--- src/rtl/dll_delay_ctrl.sv ---
module dll_delay_ctrl #(
  parameter int CODE_W = 6,
  parameter int SETTLE = 256
) (
  input  logic              clk,
  input  logic              fabric_rst,
  input  logic              pin_rst,
  input  logic [1:0]        freq_mode,
  input  logic [1:0]        phase_sel,
  input  logic              pd_short,
  output logic [CODE_W-1:0] delay_code,
  output logic [2:0]        shift_taps,
  output logic              locked
);

  localparam int CNT_W = $clog2(SETTLE + 1);
  localparam logic [CNT_W-1:0]  SETTLE_C = CNT_W'(SETTLE);
  localparam logic [CODE_W-1:0] MAX_WIDE = '1;
  localparam logic [CODE_W-1:0] MAX_NARROW = MAX_WIDE >> 1;
  localparam logic [CODE_W-1:0] MID_WIDE = {1'b1, {(CODE_W-1){1'b0}}};
  localparam logic [CODE_W-1:0] MID_NARROW = MID_WIDE >> 1;

  logic             rst_any;
  logic [1:0]       rsync;
  logic             rst_int;
  logic [1:0]       mode_q;
  logic             mode_chg;
  logic             clear;
  logic [CNT_W-1:0] settle_cnt;
  logic [CODE_W-1:0] code_max;
  logic [CODE_W-1:0] code_mid;

  assign rst_any = fabric_rst | pin_rst;

  always_ff @(posedge clk or posedge rst_any) begin
    if (rst_any) rsync <= 2'b11;
    else         rsync <= {rsync[0], 1'b0};
  end

  assign rst_int  = rsync[1];
  assign mode_chg = (freq_mode != mode_q);
  assign clear    = rst_int | mode_chg;
  assign code_max = (mode_q == 2'd0) ? MAX_WIDE : MAX_NARROW;
  assign code_mid = (freq_mode == 2'd0) ? MID_WIDE : MID_NARROW;

  always_ff @(posedge clk) begin
    if (clear) begin
      mode_q     <= freq_mode;
      delay_code <= code_mid;
      settle_cnt <= '0;
    end else begin
      if (pd_short && delay_code < code_max)
        delay_code <= delay_code + 1'b1;
      else if (!pd_short && delay_code != '0)
        delay_code <= delay_code - 1'b1;
      if (settle_cnt != SETTLE_C)
        settle_cnt <= settle_cnt + 1'b1;
    end
  end

  assign shift_taps = {1'b0, phase_sel} + 3'd1;
  assign locked     = (settle_cnt == SETTLE_C) & ~clear;


  step_size_chk: assert property (@(posedge clk) disable iff (rst_int)
    !clear |=> (delay_code == $past(delay_code)) ||
               (delay_code == $past(delay_code) + 1'b1) ||
               (delay_code == $past(delay_code) - 1'b1));


  narrow_width_chk: assert property (@(posedge clk) disable iff (rst_int)
    (mode_q != 2'd0) |-> !delay_code[CODE_W-1]);


  floor_hold_chk: assert property (@(posedge clk) disable iff (rst_int)
    (!clear && delay_code == '0 && !pd_short) |=> delay_code == '0);


  lock_hold_chk: assert property (@(posedge clk) disable iff (rst_int)
    locked |=> (locked || mode_chg));


  taps_range_chk: assert property (@(posedge clk) disable iff (rst_int)
    (shift_taps >= 3'd1) && (shift_taps <= 3'd4));


  mode_restart_chk: assert property (@(posedge clk) disable iff (rst_int)
    (mode_chg && !rst_int) |=>
      (!locked || mode_chg) &&
      (delay_code == ((mode_q == 2'd0) ? MID_WIDE : MID_NARROW)));

endmodule

--- config.mk ---
export PLATFORM = sky130hd
export DESIGN_NAME = dll_delay_ctrl
export DESIGN_NICKNAME = d
export VERILOG_FILES = /design/src/rtl/dll_delay_ctrl.sv
export SDC_FILE = /design/constraint.sdc
export NUM_CORES = 1
export LEC_CHECK = 0
export BUFFER_PORTS_ARGS = -buffer_cell sky130_fd_sc_hd__buf_2
export CORE_MARGIN = 4
export CORE_UTILIZATION = 48
export CTS_CLUSTER_DIAMETER = 50
export DETAILED_ROUTE_END_ITERATION = 16
export GPL_TIMING_DRIVEN = 0
export MAX_ROUTING_LAYER = met4
export PLACE_DENSITY = 0.82
export SKIP_LAST_GASP = 1
export SLEW_MARGIN = 5
export SYNTH_ARGS = -nofsm -noshare
export SYNTH_HDL_FRONTEND = slang
export SYNTH_SLANG_ARGS = --single-unit
--- constraint.sdc ---
create_clock -name clk -period 2.4 [get_ports clk]
set_input_delay 0.72 -clock clk [delete_from_list [all_inputs] [get_ports clk]]
set_output_delay 0.72 -clock clk [all_outputs]
set_load 0.05 [all_outputs]
==> qor.txt, run 1 <==
Most common cell on crit path - ha_4
# Max-Cap Violations - 0
FMAX - 409 MHz
Power Total - 0.899 mW
critical path's slowest cell - edfxtp_1
first-pass GRT wire length - 3.29 mm
share of cells above drive strength 1 - 38.0%
DRT antenna net count - 0
crit path launch type - flop
Post-route DRC - 0
H-tree depth - 1
Synth area leaders - edfxtp_1 23%, dfxtp_1 18%, ha_1 9.8%, nor2_1 7.0%, xor2_1 6.8%
Mapped Cells - 104
Worst-Skew Late Latency - 290 ps
clk root buf - clkbuf_4
Fin Setup TNS - -127 ps
PortBufs - 17
vias per cell - 5.21
num ports - 18
crit-path cells - or2_4, ha_4, nand2_4, o21ai_4, ha_4, a211oi_4, o21bai_1, a21oi_1, xnor2_1, o21ai_1
Overflow after GRT - 0
min Tclk post-route - 2450 ps
highest metal layer with signal wires - met4
status - complete, but fails checks
crit end category - flop
clock buffer depth - 2
met3 wire length - 82 µm
placed cells - 148
Yosys reg bits - 19
FP Rows - 16
Worst Clk Skew - 5.43 ps
CP peak stage delay - 400 ps
Required @ worst endpoint - 2450 ps
drt initial violations - 2
DRT met1 WL - 863 µm
maximum VDD drop - 0.311 mV
crit-path max FO - 5
Final period util - 102%
worst hold-check path type - flop to flop
Final Hold Vio Count - 0
Final Max Tran Viols - 0
violated checks - negative setup slack
Core Area - 0.00200 mm²
Area Overhead vs Synth - 35.3%
Seq/Total Area, Yosys - 46.2%
cts bufs inserted - 3
Synth area leader - edfxtp_1
final wirelength - 2.10 mm
final instance area - 0.00139 mm²
antenna cells - 0
Clock Pin Slew Worst Setup and Hold Paths - 90 ps
Pleak - 0.576 nW
starting density of the core - 51.2%
drt wl/cell - 12.8 µm
fin nets - 155
die area - 0.00294 mm²
DP Area - 0.00119 mm²
Mean Syn Cell Area - 9.85 µm²
pwr dens - 648 mW/mm²
initial antenna violation count - 0
Pre-Repair DR Iteration Count - 3
largest net degree at the start of global routing - 13
Worst EP arrival - 2500 ps
CTS Sinks - 19
syn_nets - 121
GRT Util Overall - 16.3%
Warnings, synthesis - 0
Cell Count, Final, Fillers Out - 164
vias in the first global route - 843
Yosys top cell area share - 23.4%
gpl congestion - 0.791
TritonCTS clock tree - built
Die X - 54.2 µm
met2 routed WL - 1.09 mm
dpl hpwl - 1.54 mm
unrepaired setup endpoints after global routing - yes
Syn Std Cell Area - 0.00102 mm²
WS Path Type - flop to flop
r2r setup slk - -50 ps
DP Worst Slack - -274 ps
final setup violating endpoints - 4
Netlist cell types - 30
vias post-DR - 854
chip height - 54.2 µm
setup slack after layout - -45.9 ps
[worst paths after layout]
kind | start | to | cells after the start
hold reg to reg | rsync[0] | rsync[1] | 0
max in group asynchronous | pin_rst | rsync[1] | 2
setup / recovery | mode_q[1] | delay_code[5] | 10
hold / removal | rsync[0] | rsync[1] | 0
min in group asynchronous | fabric_rst | rsync[0] | 2
setup reg to reg | mode_q[1] | delay_code[5] | 10
[final cells by class]
type                    instances  area, µm²
multi-input cells              76        616
fillers                       162        616
flip-flops and latches         19        473
repair buffers                 30        200
well taps                      27       33.8
clock buffers                   4       26.3
inverters                       7       26.3
plain buffers                   1       11.3
[Yosys cell counts]
master and n:
buf_2 1, a31oi_1 1, dfstp_2 2, dfxtp_1 9
o21bai_1 1, or3_1 2, xor2_1 8, nor3_1 1
fa_1 1, ha_1 8, nor2_1 19, a21oi_1 3
and3_1 2, inv_1 7, nand4_1 2, mux2_2 1
nand2_1 4, o21ai_1 1, buf_6 1, o21ai_0 2
or2_2 1, conb_1 1, nor4_1 2, xnor2_1 5
a21o_1 2, a211oi_1 2, edfxtp_1 8, nor2b_1 1
o21a_1 1, nand3_1 5
[stage by stage]
step | hold slack (ps) | util (%)
6_report | 360 | 69.3
4_1_cts | 362 | 66.9
3_5_place_dp | 348 | 59.5
2_1_floorplan | 345 | -
5_1_grt | 371 | 69.3
3_3_place_gp | 347 | 59.5
[what timing repair did]
item | 4_1_cts | 5_1_grt
resized for setup | 13 | 3
endpoints found under the setup margin | 3 | 4
buffers inserted | 9 | 4
pin swaps | 10 | 7
hold buffers | 0 | 0
cloned | 0 | 0
[where the power goes]
group | switching (mW) | internal [mW]
sequential | 0.0295 | 0.364
combinational | 0.190 | 0.162
clock | 0.0882 | 0.0646
total | 0.308 | 0.591
[cell usage in the layout (no fill, tap or decap), types with 2 or more instances in the layout]
cell,n
buf_4,11
edfxtp_1,8
ha_4,4
buf_2,16
a21oi_1,2
xor2_1,8
nand3_1,5
dfxtp_1,9
inv_2,2
nand2_1,3
nor2_1,18
or3_1,2
nand4_1,2
buf_6,3
and3_1,2
xnor2_1,5
a21o_1,2
ha_1,4
dfstp_2,2
inv_1,5
nor4_1,2
clkbuf_4,3
[worst max-delay path: cells and delay by family (launching register included)]
family,cells,cell delay [ps]
AO/OA/AOI/OAI,5,810
adder cells (fa/ha/maj),2,530
AND/OR/NAND/NOR,2,320
XOR/XNOR,1,150
flip-flops,1,400
[cell families after synthesis]
| logic type | Yosys count | share of synthesized area (%) |
|---|---|---|
| and+or+nand+nor | 39 | 17.5 |
| AOI/OAI and AO/OA | 13 | 7.94 |
| adders and majority gates | 9 | 11.7 |
| buffers and inverters | 9 | 4.15 |
| muxes | 1 | 1.10 |
| DFF | 19 | 46.2 |
| xor gates and xnor gates | 13 | 11.1 |
| other | 1 | 0.366 |
[layer usage]
| metal | track usage, % | vias up |
|---|---|---|
| met5 | - | - |
| met1 | 15.0 | 404 |
| met4 | 9.54 | 0 |
| li1 | - | 423 |
| met2 | 30.5 | 20 |
| met3 | 3.32 | 7 |
[state kept, by name, summed over array words and instances, names as in the netlist]
name	cells
delay_code	6
mode_q	2
rsync	2
settle_cnt	9
Power figures use the tool's default switching activity.
==> run 2, diff against run 1 <==
- SKIP_CTS_REPAIR_TIMING: default -> 1
==> qor.txt, run 2 (synthesis gave the netlist of run 1 again) <==
Worst EP arrival - 2620 ps (was 2500 ps)
vias post-DR - 816 (was 854)
placed cells - 148 (unchanged)
setup slack after layout - -163 ps (was -45.9 ps)
violated checks - negative setup slack (unchanged)
Final period util - 107% (was 102%)
clock buffer depth - 2 (unchanged)
Required @ worst endpoint - 2450 ps (about the same)
unrepaired setup endpoints after global routing - yes (unchanged)
Final Hold Vio Count - 0 (unchanged)
chip height - 54.2 µm (unchanged)
Hold WS - 360 ps (about the same)
status - complete, but fails checks (unchanged)
Overflow after GRT - 0 (unchanged)
Area Overhead vs Synth - 27.0% (was 35.3%)
largest net degree at the start of global routing - 12 (was 13)
first-pass GRT wire length - 3.12 mm (was 3.29 mm)
H-tree depth - 1 (unchanged)
Clock Pin Slew Worst Setup and Hold Paths - 90 ps (about the same)
Pleak - 0.537 nW (was 0.576 nW)
die area - 0.00294 mm² (unchanged)
vias per cell - 5.23 (was 5.21)
drt initial violations - 3 (was 2)
final instance area - 0.00130 mm² (was 0.00139 mm²)
commonest cells after routing, fill and taps aside - 18 x nor2_1, 16 x buf_2, 9 x dfxtp_1 (was 18 x nor2_1, 16 x buf_2, 11 x buf_4)
cts bufs inserted - 3 (unchanged)
drt wl/cell - 12.9 µm (was 12.8 µm)
maximum VDD drop - 0.329 mV (was 0.311 mV)
Top Registers - settle_cnt: 9 flops, delay_code: 6 flops (unchanged)
Post-route DRC - 0 (unchanged)
Largest register FFs - 9 (unchanged)
sequential standard cell area - 473 µm² (unchanged)
starting density of the core - 51.2% (unchanged)
min Tclk post-route - 2560 ps (was 2450 ps)
PortBufs - 17 (unchanged)
Power Total - 0.844 mW (was 0.899 mW)
CTS Sinks - 19 (unchanged)
crit-path max FO - 6 (was 5)
crit path launch type - flop (unchanged)
# fillers - 172 (was 162)
dpl hpwl - 1.54 mm (unchanged)
Worst-Skew Late Latency - 290 ps (about the same)
final setup violating endpoints - 3 (was 4)
worst hold-check path type - flop to flop (unchanged)
DP Area - 0.00119 mm² (unchanged)
vias in the first global route - 783 (was 843)
WS Path Type - flop to flop (unchanged)
Most flops, register - settle_cnt (unchanged)
clk root buf - clkbuf_4 (unchanged)
crit end category - flop (unchanged)
fin nets - 147 (was 155)
pwr dens - 649 mW/mm² (was 648 mW/mm²)
share of cells above drive strength 1 - 31.8% (was 38.0%)
initial antenna violation count - 0 (unchanged)
Fin Setup TNS - -468 ps (was -127 ps)
gpl congestion - 0.791 (unchanged)
Die X - 54.2 µm (unchanged)
TritonCTS clock tree - built (unchanged)
FMAX - 390 MHz (was 409 MHz)
Cell Count, Final, Fillers Out - 156 (was 164)
final wirelength - 2.01 mm (was 2.10 mm)
Worst Clk Skew - 6.10 ps (was 5.43 ps)
antenna cells - 0 (unchanged)
Core Area - 0.00200 mm² (unchanged)
Final Max Tran Viols - 0 (unchanged)
r2r setup slk - -160 ps (was -50 ps)
area occupied by multi-input gates - 594 µm² (was 616 µm²)
most common cell after layout, fill and taps aside - nor2_1 (unchanged)
num ports - 18 (unchanged)
Pre-Repair DR Iteration Count - 3 (unchanged)
# Max-Cap Violations - 0 (unchanged)
DRT antenna net count - 0 (unchanged)
GRT Util Overall - 15.3% (was 16.3%)
FP Rows - 16 (unchanged)
run 2: worst paths after layout:
kind | from | end | cells past startpoint
max | mode_q[0] | delay_code[4] | 11
min | rsync[0] | rsync[1] | 0
max reg2reg | mode_q[0] | delay_code[4] | 11
min reg2reg | rsync[0] | rsync[1] | 0
max in group asynchronous | pin_rst | rsync[1] | 2
min in group asynchronous | fabric_rst | rsync[0] | 2
run 2: power by group:
group	switching, mW	leakage [nW]	internal [mW]
clock network	0.0890	0.0150	0.0646
logic	0.175	0.340	0.122
registers	0.0287	0.183	0.364
run 2: stage by stage:
step	worst slack, ps	util, %
floorplan	-58.9	-
global placement	-264	59.5
detailed placement	-274	59.5
CTS	-276	60.8
global route	-265	65.0
finish	-163	65.0
run 2: cell type report:
type                            instances  share of cell area [%]
Multi-Input combinational cell         76                    45.7
Sequential cell                        19                    36.3
Timing Repair Buffer                   21                    9.62
Tap cell                               27                    2.60
Clock buffer                            4                    2.02
Inverter                                7                    2.02
Buffer                                  2                    1.73
run 2: worst max-delay path, stage by stage, from the launching register on:
cell and delay [ps]:
edfxtp_1 410, or2_4 280, ha_4 270, nand2_4 50
o21ai_4 300, inv_2 90, fa_2 390, inv_2 60
a21o_1 120, a21oi_2 70, xnor2_1 120, o21a_1 160
run 2: layer usage:
layer	up-vias	wire length (µm)	GRT usage, %
met5	-	0	-
met4	0	72	9.96
met3	9	89	2.77
met2	20	1030	27.3
met1	382	820	14.9
li1	405	-	-
==> run 3, diff against run 2 <==
- CORE_ASPECT_RATIO: default -> 0.7
- CTS_CLUSTER_DIAMETER: 50 -> default
==> qor.txt, run 3 (synthesis gave the netlist of run 1 again) <==
status - complete, but fails checks (unchanged)
violated checks - negative setup slack (unchanged)
Overflow after GRT - 0 (unchanged)
Pleak - 0.531 nW (was 0.537 nW)
worst hold-check path type - flop to flop (unchanged)
Final Hold Vio Count - 0 (unchanged)
cts bufs inserted - 3 (unchanged)
largest net degree at the start of global routing - 12 (unchanged)
final setup violating endpoints - 3 (unchanged)
die area - 0.00295 mm² (was 0.00294 mm²)
DRT met1 WL - 1.01 mm (was 820 µm)
Clock Pin Slew Worst Setup and Hold Paths - 100 ps (was 90 ps)
crit path launch type - flop (unchanged)
FMAX - 379 MHz (was 390 MHz)
worst r2r src - mode_q[0] (unchanged)
DP Worst Slack - -287 ps (was -274 ps)
Required @ worst endpoint - 2460 ps (was 2450 ps)
antenna cells - 0 (unchanged)
vias in the first global route - 781 (was 783)
Area Overhead vs Synth - 24.1% (was 27.0%)
crit path launch - mode_q[0] (unchanged)
vias per cell - 5.36 (was 5.23)
Post-route DRC - 0 (unchanged)
DP Area - 0.00118 mm² (was 0.00119 mm²)
fin nets - 145 (was 147)
maximum VDD drop - 0.392 mV (was 0.329 mV)
drt initial violations - 32 (was 3)
Largest register FFs - 9 (unchanged)
clk root buf - clkbuf_4 (unchanged)
first-pass GRT wire length - 3.56 mm (was 3.12 mm)
pwr dens - 661 mW/mm² (was 649 mW/mm²)
crit-path max FO - 6 (unchanged)
crit end category - flop (unchanged)
H-tree depth - 1 (unchanged)
Hold Path Depth - 0 (unchanged)
TritonCTS clock tree - built (unchanged)
unrepaired setup endpoints after global routing - yes (unchanged)
setup slack after layout - -236 ps (was -163 ps)
r2r setup slk - -240 ps (was -160 ps)
final instance area - 0.00127 mm² (was 0.00130 mm²)
Worst-Skew Late Latency - 290 ps (about the same)
Reg2Reg Depth - 12 (was 11)
Worst Clk Skew - 1.22 ps (was 6.10 ps)
chip height - 46.7 µm (was 54.2 µm)
CTS Sinks - 19 (unchanged)
Final period util - 110% (was 107%)
starting density of the core - 52.9% (was 51.2%)
# Max-Cap Violations - 0 (unchanged)
PortBufs - 17 (unchanged)
Final Max Tran Viols - 0 (unchanged)
drt wl/cell - 14.9 µm (was 12.9 µm)
highest metal layer with signal wires - met4 (unchanged)
hold path endpoint - rsync[1] (unchanged)
most common cell after layout, fill and taps aside - nor2_1 (unchanged)
gpl congestion - 0.809 (was 0.791)
Die X - 63.2 µm (was 54.2 µm)
DRT antenna net count - 0 (unchanged)
final wirelength - 2.22 mm (was 2.01 mm)
Most flops, register - settle_cnt (unchanged)
vias post-DR - 799 (was 816)
met2 routed WL - 1.06 mm (was 1.03 mm)
dpl hpwl - 1.62 mm (was 1.54 mm)
Worst EP arrival - 2700 ps (was 2620 ps)
FP Rows - 13 (was 16)
commonest cells after routing, fill and taps aside - 18 x nor2_1, 16 x buf_2, 9 x dfxtp_1 (unchanged)
hold wc startpoint - rsync[0] (unchanged)
min Tclk post-route - 2640 ps (was 2560 ps)
WS Path Type - flop to flop (unchanged)
Top Registers - settle_cnt: 9 flops, delay_code: 6 flops (unchanged)
GRT Util Overall - 16.7% (was 15.3%)
clock buffer depth - 2 (unchanged)
initial antenna violation count - 0 (unchanged)
Core Area - 0.00194 mm² (was 0.00200 mm²)
num ports - 18 (unchanged)
met3 wire length - 145 µm (was 89 µm)
Pre-Repair DR Iteration Count - 4 (was 3)
# fillers - 162 (was 172)
share of cells above drive strength 1 - 30.7% (was 31.8%)
Reg-to-Reg End - delay_code[4] (unchanged)
## run 3: how the worst max path moves through the flow
stage / cells after the start / slack [ps] / to
2_1_floorplan: 10 / -60 / delay_code[4]
3_3_place_gp: 7 / -270 / locked
3_5_place_dp: 7 / -290 / locked
4_1_cts: 7 / -290 / locked
5_1_grt: 10 / -340 / delay_code[5]
6_report: 12 / -240 / delay_code[4]
## run 3: metal layers
metal | vias up | global-route usage [%]
met1 | 378 | 18.4
met4 | 0 | 5.15
met2 | 17 | 28.1
met5 | - | -
li1 | 402 | -
met3 | 2 | 7.32
## run 3: report_power, final
part           internal [mW]  switching, mW
Clock                 0.0648         0.0928
Combinational          0.113          0.177
Sequential             0.364         0.0294
Total                  0.542          0.299
## run 3: final cells by class
type	count	area, µm²	area share, %
inverter	7	28.8	2.26
tap	22	27.5	2.17
multi-input combinational	76	583	45.9
clock buffer	4	26.3	2.07
buffer	1	11.3	0.886
sequential	19	473	37.2
timing repair buffer	20	121	9.55
## run 3: critical path, cell delays in order, from the launching register on
cell	delay [ps]
edfxtp_1	420
or2_4	280
ha_4	270
nand2_4	50
o21ai_4	290
buf_6	160
inv_4	30
fa_2	350
inv_1	60
a21o_1	110
a21oi_2	70
xnor2_1	130
o21a_1	160
## run 3: stage by stage
step                      utilization [%]  std cells  TNS [ps]  hold WS [ps]  power (mW)
after floorplan                         -        104      -164           345       0.597
after global placement               61.2        143      -519           349       0.643
after detailed placement             61.2        143      -725           356       0.657
after CTS                            62.6        147      -762           371       0.815
after global routing                 65.7        149      -916           378       0.891
final                                65.7        149      -578           368       0.841
